==> src/rtl/mrg_pkg.sv <==
`timescale 1ns/1ps
package mrg_pkg;
   typedef enum logic [2:0] {
      FLD_BASE  = 3'd0,
      FLD_END   = 3'd1,
      FLD_RMASK = 3'd2,
      FLD_WMASK = 3'd3,
      FLD_CTRL  = 3'd4
   } fld_e;

   localparam int CTRL_EN_BIT   = 0;
   localparam int CTRL_LOCK_BIT = 1;
endpackage

==> src/rtl/mrg_region.sv <==
`timescale 1ns/1ps
module mrg_region
   import mrg_pkg::*;
#(
   parameter int ADDR_W    = 32,
   parameter int GRAN_BITS = 10,
   parameter int NUM_INIT  = 7,
   parameter int INIT_W    = 3,
   parameter int DATA_W    = 32,
   parameter int SNOOP_CLS = 1,
   localparam int BLK_W    = ADDR_W - GRAN_BITS
) (
   input  logic              clk,
   input  logic              rst_n,
   input  logic              wr_en,
   input  logic [2:0]        wr_fld,
   input  logic [DATA_W-1:0] wr_data,
   input  logic [BLK_W-1:0]  txn_blk,
   input  logic              txn_write,
   input  logic [INIT_W-1:0] txn_init,
   output logic              locked,
   output logic              deny
);
   localparam logic [NUM_INIT-1:0] RD_KEEP = ~(NUM_INIT'(1) << SNOOP_CLS);

   logic [BLK_W-1:0]    base_q, end_q;
   logic [NUM_INIT-1:0] rmask_q, wmask_q;
   logic                en_q, lock_q;
   logic                hit, perm;
   logic                unused_data;

   assign unused_data = ^wr_data;

   always_ff @(posedge clk or negedge rst_n) begin
      if (!rst_n) begin
         base_q  <= '0;
         end_q   <= '0;
         rmask_q <= '0;
         wmask_q <= '0;
         en_q    <= 1'b0;
         lock_q  <= 1'b0;
      end else if (wr_en) begin
         case (wr_fld)
            FLD_BASE:  base_q  <= wr_data[ADDR_W-1:GRAN_BITS];
            FLD_END:   end_q   <= wr_data[ADDR_W-1:GRAN_BITS];
            FLD_RMASK: rmask_q <= wr_data[NUM_INIT-1:0] & RD_KEEP;
            FLD_WMASK: wmask_q <= wr_data[NUM_INIT-1:0];
            FLD_CTRL: begin
               en_q   <= wr_data[CTRL_EN_BIT];
               lock_q <= wr_data[CTRL_LOCK_BIT];
            end
            default: ;
         endcase
      end
   end

   always_comb begin
      hit  = en_q && (txn_blk >= base_q) && (txn_blk <= end_q);
      perm = 1'b0;
      for (int i = 0; i < NUM_INIT; i++) begin
         if (txn_init == INIT_W'(i))
            perm = txn_write ? wmask_q[i] : rmask_q[i];
      end
   end

   assign deny   = hit && !perm;
   assign locked = lock_q;


   lock_freeze_chk: assert property (@(posedge clk) disable iff (!rst_n)
      lock_q |=> $stable({base_q, end_q, rmask_q, wmask_q, en_q, lock_q}));
endmodule

==> src/rtl/mrg_status.sv <==
`timescale 1ns/1ps
module mrg_status #(
   parameter int NUM_REGIONS = 8,
   parameter int IDX_W       = 3,
   parameter int INIT_W      = 3
) (
   input  logic                   clk,
   input  logic                   rst_n,
   input  logic                   txn_valid,
   input  logic [INIT_W-1:0]      txn_init,
   input  logic [NUM_REGIONS-1:0] deny,
   output logic                   allow,
   output logic                   rst_req,
   output logic                   viol_valid,
   output logic [IDX_W-1:0]       viol_region,
   output logic [INIT_W-1:0]      viol_init
);
   logic [IDX_W-1:0] first_idx;
   logic             refuse;

   assign allow  = ~|deny;
   assign refuse = txn_valid && !allow;

   always_comb begin
      first_idx = '0;
      for (int i = NUM_REGIONS - 1; i >= 0; i--) begin
         if (deny[i]) first_idx = IDX_W'(i);
      end
   end

   always_ff @(posedge clk or negedge rst_n) begin
      if (!rst_n) begin
         rst_req     <= 1'b0;
         viol_valid  <= 1'b0;
         viol_region <= '0;
         viol_init   <= '0;
      end else begin
         rst_req <= refuse;
         if (refuse && !viol_valid) begin
            viol_valid  <= 1'b1;
            viol_region <= first_idx;
            viol_init   <= txn_init;
         end
      end
   end


   rst_pulse_chk: assert property (@(posedge clk) disable iff (!rst_n)
      (txn_valid && |deny) |=> rst_req);

   no_spurious_rst_chk: assert property (@(posedge clk) disable iff (!rst_n)
      !(txn_valid && |deny) |=> !rst_req);

   viol_sticky_chk: assert property (@(posedge clk) disable iff (!rst_n)
      viol_valid |=> (viol_valid && $stable(viol_region) && $stable(viol_init)));
endmodule

==> src/rtl/mem_region_guard.sv <==
`timescale 1ns/1ps
module mem_region_guard
   import mrg_pkg::*;
#(
   parameter int NUM_REGIONS = 8,
   parameter int ADDR_W      = 32,
   parameter int GRAN_BITS   = 10,
   parameter int NUM_INIT    = 7,
   parameter int SNOOP_CLS   = 1,
   localparam int IDX_W      = $clog2(NUM_REGIONS),
   localparam int CFG_IDX_W  = IDX_W + 1,
   localparam int INIT_W     = $clog2(NUM_INIT + 1),
   localparam int DATA_W     = 32,
   localparam int BLK_W      = ADDR_W - GRAN_BITS
) (
   input  logic                 clk,
   input  logic                 rst_n,
   input  logic                 cfg_we,
   input  logic [CFG_IDX_W-1:0] cfg_idx,
   input  logic [2:0]           cfg_fld,
   input  logic [DATA_W-1:0]    cfg_wdata,
   output logic                 cfg_err,
   input  logic                 txn_valid,
   input  logic [ADDR_W-1:0]    txn_addr,
   input  logic                 txn_write,
   input  logic [INIT_W-1:0]    txn_init,
   output logic                 txn_allow,
   output logic                 rst_req,
   output logic                 viol_valid,
   output logic [IDX_W-1:0]     viol_region,
   output logic [INIT_W-1:0]    viol_init
);
   if (NUM_REGIONS < 2)          $error("NUM_REGIONS must be at least 2");
   if (ADDR_W > DATA_W)          $error("ADDR_W must fit the write data word");
   if (GRAN_BITS >= ADDR_W)      $error("GRAN_BITS must be below ADDR_W");
   if (NUM_INIT > GRAN_BITS)     $error("mask bits must fit below the block field");
   if (SNOOP_CLS >= NUM_INIT)    $error("SNOOP_CLS must name a valid class");

   logic [NUM_REGIONS-1:0] sel_vec, locked_vec, wr_en_vec, deny_vec;
   logic                   idx_ok, fld_ok, sel_locked, bad_wr;
   logic                   err_q;
   logic                   unused_addr;

   assign unused_addr = ^txn_addr[GRAN_BITS-1:0];

   always_comb begin
      for (int i = 0; i < NUM_REGIONS; i++)
         sel_vec[i] = (cfg_idx == CFG_IDX_W'(i));
   end

   assign idx_ok     = cfg_idx < CFG_IDX_W'(NUM_REGIONS);
   assign fld_ok     = cfg_fld <= FLD_CTRL;
   assign sel_locked = |(sel_vec & locked_vec);
   assign bad_wr     = cfg_we && (!idx_ok || !fld_ok || sel_locked);
   assign wr_en_vec  = (cfg_we && fld_ok) ? (sel_vec & ~locked_vec) : '0;

   for (genvar g = 0; g < NUM_REGIONS; g++) begin : g_region
      mrg_region #(
         .ADDR_W   (ADDR_W),
         .GRAN_BITS(GRAN_BITS),
         .NUM_INIT (NUM_INIT),
         .INIT_W   (INIT_W),
         .DATA_W   (DATA_W),
         .SNOOP_CLS(SNOOP_CLS)
      ) u_region (
         .clk      (clk),
         .rst_n    (rst_n),
         .wr_en    (wr_en_vec[g]),
         .wr_fld   (cfg_fld),
         .wr_data  (cfg_wdata),
         .txn_blk  (txn_addr[ADDR_W-1:GRAN_BITS]),
         .txn_write(txn_write),
         .txn_init (txn_init),
         .locked   (locked_vec[g]),
         .deny     (deny_vec[g])
      );
   end

   mrg_status #(
      .NUM_REGIONS(NUM_REGIONS),
      .IDX_W      (IDX_W),
      .INIT_W     (INIT_W)
   ) u_status (
      .clk        (clk),
      .rst_n      (rst_n),
      .txn_valid  (txn_valid),
      .txn_init   (txn_init),
      .deny       (deny_vec),
      .allow      (txn_allow),
      .rst_req    (rst_req),
      .viol_valid (viol_valid),
      .viol_region(viol_region),
      .viol_init  (viol_init)
   );

   always_ff @(posedge clk or negedge rst_n) begin
      if (!rst_n)      err_q <= 1'b0;
      else if (bad_wr) err_q <= 1'b1;
   end
   assign cfg_err = err_q;


   cfg_err_sticky_chk: assert property (@(posedge clk) disable iff (!rst_n)
      cfg_err |=> cfg_err);

   bad_idx_flag_chk: assert property (@(posedge clk) disable iff (!rst_n)
      (cfg_we && cfg_idx >= CFG_IDX_W'(NUM_REGIONS)) |=> cfg_err);
endmodule

==> config.mk <==
export PLATFORM = sky130hd
export DESIGN_NAME = mem_region_guard
export DESIGN_NICKNAME = d
export VERILOG_FILES = /design/src/rtl/mrg_pkg.sv /design/src/rtl/mrg_region.sv /design/src/rtl/mrg_status.sv /design/src/rtl/mem_region_guard.sv
export SDC_FILE = /design/constraint.sdc
export NUM_CORES = 1
export LEC_CHECK = 0
export BUFFER_PORTS_ARGS = -buffer_cell sky130_fd_sc_hd__buf_2
export CAP_MARGIN = 15
export CELL_PAD_IN_SITES_DETAIL_PLACEMENT = 1
export CELL_PAD_IN_SITES_GLOBAL_PLACEMENT = 2
export CORE_MARGIN = 3
export CORE_UTILIZATION = 30
export DETAILED_ROUTE_END_ITERATION = 7
export GPL_TIMING_DRIVEN = 0
export PLACE_DENSITY_LB_ADDON = 0.1
export SLEW_MARGIN = 20
export SYNTH_ARGS = -nofsm -noshare
export SYNTH_HDL_FRONTEND = slang
export SYNTH_HIERARCHICAL = 1
export SYNTH_SLANG_ARGS = --single-unit
==> constraint.sdc <==
create_clock -name clk -period 5.01 [get_ports clk]
set_clock_uncertainty 0.05 [all_clocks]
set_input_delay 0.501 -clock clk [delete_from_list [all_inputs] [get_ports clk]]
set_output_delay 0.501 -clock clk [all_outputs]
set_load 0.03 [all_outputs]
==> results.toml, run 1 <==
[status]
status = "finished clean"

[routing]
dr_total_vias = 21315
routedWlPerCell_um = 23.5
avgViaCountPerCell = 5.13
drt-total-wl_um = 97400
drt_iter0_drc = 1207
first_pass_iters = 5
drtAntennaViolNets = 0
route.detailed.drc = 0

[clock_network]
cts_buffers = 66
clk_latency_ns = 0.61
cts_tree = "done"
root_buffer = "clkbuf_16"
cts_sinks = 481
postCtsSetupBuffers = 0
cts_buffer_depth = 3
clk_pin_slew_worst_paths_ns = 0.05
htree_levels = 3

[place]
io_buffers = 74
place.gp.congestion = 0.787
dp.cells = 4034
place.detailed.hpwl_um = 63800

[floorplan]
rows = 109
die-width_um = 308
start_util = 0.306
die_area_um2 = 94600
die_h_um = 308
pin_count = 89
core_um2 = 89300

[pwr]
ir_drop_v = 0.000216
leakage_nw = 15.5
p_per_area_nw_per_um2 = 338

[global_route]
track_usage = 0.208
grt_antenna_before_repair = 3
grt_overflow_total = 0
grt_pass1_vias = 22693
grt_max_degree = 92
grt_pass1_wl_um = 147000

[synth]
syn_inst = 2789
synthTopCellsByArea = "dfrtp_1, ha_1, nand2_1, mux2_2, inv_1"
netlist_area_um2 = 27300
async_flop_share = 1.00
ys_ff_latch = 481
yosys_warnings = 6
synth_cell_types = 52
yosys.area.top_type = "dfrtp_1"
synth.most_common_cell = "dfrtp_1"
synth_commonest_cells = "dfrtp_1, nand2_1, inv_1, ha_1, o21ai_1"
yosysSeqAreaShare = 0.441
synth_ff_type = "dfrtp_1"
synth_area_per_cell_um2 = 9.79
synth_edf_count = 0
synth_top_area_share = 0.441
synth_nets = 3220

[layout]
final_nets = 3369
drive_gt1_frac = 0.128
finalNonFillerCells = 4154
syn_to_final_growth_pct = 15.3

[critical_path]
cp.arrival_ns = 4.20
cp_num_buf_inv = 2
worst_setup_path_end_kind = "primary output"
r2r_setup_slack_ns = 0.81
path_max_fanout = 16
worstPathCellList = "buf_2 > ha_1 > nand2_1 > nor2_1 > a211oi_1 > nor3_1 > a2111oi_1 > a211oi_2 > or4_4 > nor2_4 > buf_2"
critPathLaunchType = "primary input"
reg2reg_depth = 10
r2r_start = "g_region[7].u_region/base_q[20]"
cpLargestDelayFamily = "compound AO/OA/AOI/OAI gates"
cpMaxStageDelayCell = "a2111oi_1"
max_stage_delay_ns = 0.94
worstPathRequired_ns = 4.46
cpMostUsedCell = "buf_2"
worstReg2RegEnd = "u_status/viol_init[1]"
crit_type = "primary input to primary output"

[sta]
finalCritPeriodShare = 0.949
holdWs_ns = 0.120
max_freq_ghz = 0.210
hold_viol_final = 0
finalMaxSlewViolations = 0
worstMarginPinSlew_ns = 1.32
relSlewSlack = 0.115
rsz0062_at_grt = "no"
fin_crit_ns = 4.75
setup_viol = 0

[min_path]
min_path_cells = 2
holdPathEnd = "u_status/rst_req"
min_from = "txn_valid"
hp-class = "primary input to flip-flop"

[job]
cap_violations = 0
layout by cell type, fill, tap and decap left out, drive strengths merged, types with 25 or more instances in the layout:
master,count
dfrtp,481
nand2,440
o21ai,374
inv,371
ha,352
clkbuf,177
mux2,142
a21oi,115
buf,81
nor2,60
nand4,58
nand3,56
nor3,28
mux2i,25
sequential cells by signal (all words and copies together) (netlist names), 3 cells and up:
register                   cells
g_region.u_region/locked       8
g_region.u_region/en_q         8
g_region.u_region/end_q      176
u_status/viol_init             3
u_status/viol_region           3
g_region.u_region/base_q     176
g_region.u_region/rmask_q     48
g_region.u_region/wmask_q     56
worst max path at each step:
stage	cells after the start	endpoint	slack (ns)	start
3_3_place_gp	1	g_region[2].u_region/rmask_q[2]	-7.60	rst_n
3_5_place_dp	10	txn_allow	0.04	txn_addr[13]
4_1_cts	10	txn_allow	0.03	txn_addr[13]
6_report	11	txn_allow	0.26	txn_addr[23]
5_1_grt	11	txn_allow	0.10	txn_addr[23]
2_1_floorplan	12	u_status/viol_init[0]	1.58	txn_addr[10]
where the power goes:
part | total [mW] | internal (mW) | switching, mW
registers | 4.35 | 4.24 | 0.112
logic | 1.74 | 0.630 | 1.11
clock network | 4.56 | 2.72 | 1.83
total | 10.6 | 7.59 | 3.05
layout make-up:
cell class,count,area [µm²]
Antenna cell,3,7.51
Buffer,73,282
Clock buffer,105,1990
Clock inverter,11,96.3
Fill cell,10089,57900
Inverter,369,1390
Multi-Input combinational cell,1866,13700
Sequential cell,481,12000
Tap cell,1165,1460
Timing Repair Buffer,81,558
layer usage:
metal / part of all wire / global-route usage / vias to the layer above
li1: - / - / 10020
met1: 0.51 / 0.306 / 10940
met2: 0.44 / 0.329 / 255
met3: 0.029 / 0.0266 / 100
met4: 0.018 / 0.0403 / 0
met5: 0 / 0 / -
worst register-to-register path, cell delays in order, from the launching register on:
cell,delay (ns)
dfrtp_1,0.34
inv_1,0.06
ha_1,0.30
nand4_1,0.14
nor4_1,1.08
o31ai_1,0.39
a211oi_2,0.72
or4_4,0.29
nor2_4,0.05
nor2b_2,0.33
mux2_4,0.34
timing repair:
action,CTS,global route
endpoints found under the setup margin,0,1
hold buffers,1,0
resized for setup,0,1
endpoints found under the hold margin,84,0
logic make-up (layout without fill, tap and decap cells):
kind of cell	count (synthesis)	count (layout)	share of synthesized area
AO/OA/AOI/OAI	620	620	0.137
adder cells (fa/ha/maj)	352	352	0.161
buffers and inverters	442	639	0.0611
AND/OR/NAND/NOR	711	711	0.118
flip-flops	481	481	0.441
multiplexers	183	183	0.0816
other	0	3	0
per-stage QoR:
stage          area, µm²  total power, mW  setup slack, ns   TNS, ns  utilization
2_1_floorplan      27300             5.42             1.58         0            -
6_report           31500             10.6            0.255         0        0.352
4_1_cts            31400             10.9           0.0294         0        0.352
5_1_grt            31500             11.3            0.102         0        0.352
3_5_place_dp       29300             6.17           0.0357         0        0.328
3_3_place_gp       29100             6.08            -7.60  -3591.78        0.326
No activity file was read; power rests on OpenSTA's default activity.
==> run 2, diff against run 1 <==
- REMOVE_ABC_BUFFERS: default -> 1
==> results.toml, run 2 (synthesized netlist as in run 1, its figures left out) <==
[floorplan]
core_um2 = 89300
die-width_um = 308
pin_count = 89
die_h_um = 308
rows = 109
die_area_um2 = 94600
start_util = 0.306

[sta]
layout_setup_ws_ns = 0.294
fin_crit_ns = 4.72
finalCritPeriodShare = 0.941
finalMaxSlewViolations = 0
max_freq_ghz = 0.212
holdWs_ns = 0.116
rsz0062_at_grt = "no"
setup_viol = 0
relSlewSlack = 0.324
worstMarginPinSlew_ns = 1.00
hold_viol_final = 0

[place]
pre_cts_ws_ns = -0.100
place.detailed.hpwl_um = 58800
io_buffers = 75
place.gp.congestion = 0.758

[min_path]
min_from = "txn_valid"
min_path_cells = 2
hp-class = "primary input to flip-flop"
holdPathEnd = "u_status/rst_req"

[critical_path]
cp.arrival_ns = 4.16
worstReg2RegEnd = "u_status/viol_region[0]"
critPathLaunchType = "primary input"
reg2reg_depth = 11
cpMaxStageDelayCell = "a2111oi_4"
crit_type = "primary input to primary output"
path_max_fanout = 16
max_stage_delay_ns = 0.60
cpLargestDelayFamily = "compound AO/OA/AOI/OAI gates"
cp_num_buf_inv = 2
worstPathRequired_ns = 4.46
r2r_start = "g_region[3].u_region/base_q[3]"
r2r_setup_slack_ns = 1.22
cpMostUsedCell = "buf_2"
worst_setup_path_end_kind = "primary output"
worstPathCellList = "buf_2 > ha_1 > a2111oi_0 > a221oi_1 > a2111oi_4 > o31ai_1 > o2111a_1 > or4_4 > nor2_4 > buf_2"

[routing]
avgViaCountPerCell = 5.05
drt-total-wl_um = 88200
first_pass_iters = 4
routedWlPerCell_um = 21.5
drtAntennaViolNets = 0
dr_total_vias = 20713
drt_iter0_drc = 991
route.detailed.drc = 0

[layout]
layout_common_cells = "dfrtp_1, nand2_1, inv_1, ha_1, o21ai_1"
syn_to_final_growth_pct = 16.1
final_nets = 3324
mostFrequentLayoutCell = "dfrtp_1"
drive_gt1_frac = 0.142
final_core_util = 0.355
top_regs = "g_region.u_region/base_q (176), g_region.u_region/end_q (176), g_region.u_region/wmask_q (56)"

[clock_network]
cts_buffers = 66
cts_sinks = 481
clk_latency_ns = 0.61
cts_buffer_depth = 3
htree_levels = 3
clk_pin_slew_worst_paths_ns = 0.06
cts_tree = "done"
root_buffer = "clkbuf_16"
postCtsSetupBuffers = 0

[global_route]
grt_antenna_before_repair = 3
grt_pass1_wl_um = 137000
track_usage = 0.190
grt_max_degree = 87
grt_overflow_total = 0
grt_pass1_vias = 22359

[status]
status = "finished clean"

[job]
cap_violations = 0

[pwr]
ir_drop_v = 0.000220
power_mw = 10.6
leakage_nw = 15.7
p_per_area_nw_per_um2 = 336
-- run 2: changes by cell type in the layout (fill, tap and decap cells not counted), sizes merged --
cell / previous run / this run
buf: 81 / 107
bufinv: 0 / 1
clkbuf: 177 / 95
clkdlybuf4s18: 0 / 1
clkinvlp: 0 / 1
diode: 3 / 1
inv: 371 / 373
-- run 2: timing repair --
action	CTS	global route
resized for setup	1	0
endpoints found under the setup margin	1	0
hold buffers	1	0
hold endpoints to repair	42	0
-- run 2: layout make-up --
| class | count | area (µm²) |
|---|---|---|
| diodes | 1 | 2.50 |
| fillers | 9986 | 57600 |
| clock buffers | 95 | 1910 |
| multi-input cells | 1866 | 13700 |
| repair buffers | 109 | 1030 |
| clock inverters | 15 | 185 |
| inverters | 369 | 1390 |
| flip-flops and latches | 481 | 12000 |
| well taps | 1165 | 1460 |
-- run 2: worst max path at each step --
| stage | start | endpoint | slack (ns) | cells past startpoint |
|---|---|---|---|---|
| floorplan | txn_addr[10] | u_status/viol_init[0] | 1.58 | 12 |
| global placement | rst_n | g_region[1].u_region/rmask_q[6] | -7.52 | 1 |
| detailed placement | txn_addr[13] | txn_allow | -0.10 | 10 |
| CTS | txn_addr[13] | txn_allow | 0.18 | 10 |
| global route | txn_addr[13] | txn_allow | 0.14 | 10 |
| finish | txn_addr[13] | txn_allow | 0.29 | 10 |
-- run 2: where the power goes --
group	switching [mW]	leakage, nW	internal (mW)
Combinational	1.07	9.51	0.634
Clock	1.88	1.03	2.72
Sequential	0.110	5.16	4.24
-- run 2: metal layers --
metal,up-vias,GRT usage,wire length [µm]
met4,0,0.0511,2240
li1,9946,-,-
met1,10458,0.242,39700
met2,202,0.341,44000
met5,-,0,0
met3,107,0.0224,2190
-- run 2: through the flow --
| stage | instances | cell area [µm²] | TNS [ns] |
|---|---|---|---|
| after floorplan | 2716 | 27000 | 0 |
| after detailed placement | 3989 | 29600 | -0.100 |
| final | 4101 | 31700 | 0 |
| after global placement | 3956 | 28800 | -3576.51 |
| after global routing | 4100 | 31700 | 0 |
| after CTS | 4100 | 31700 | 0 |
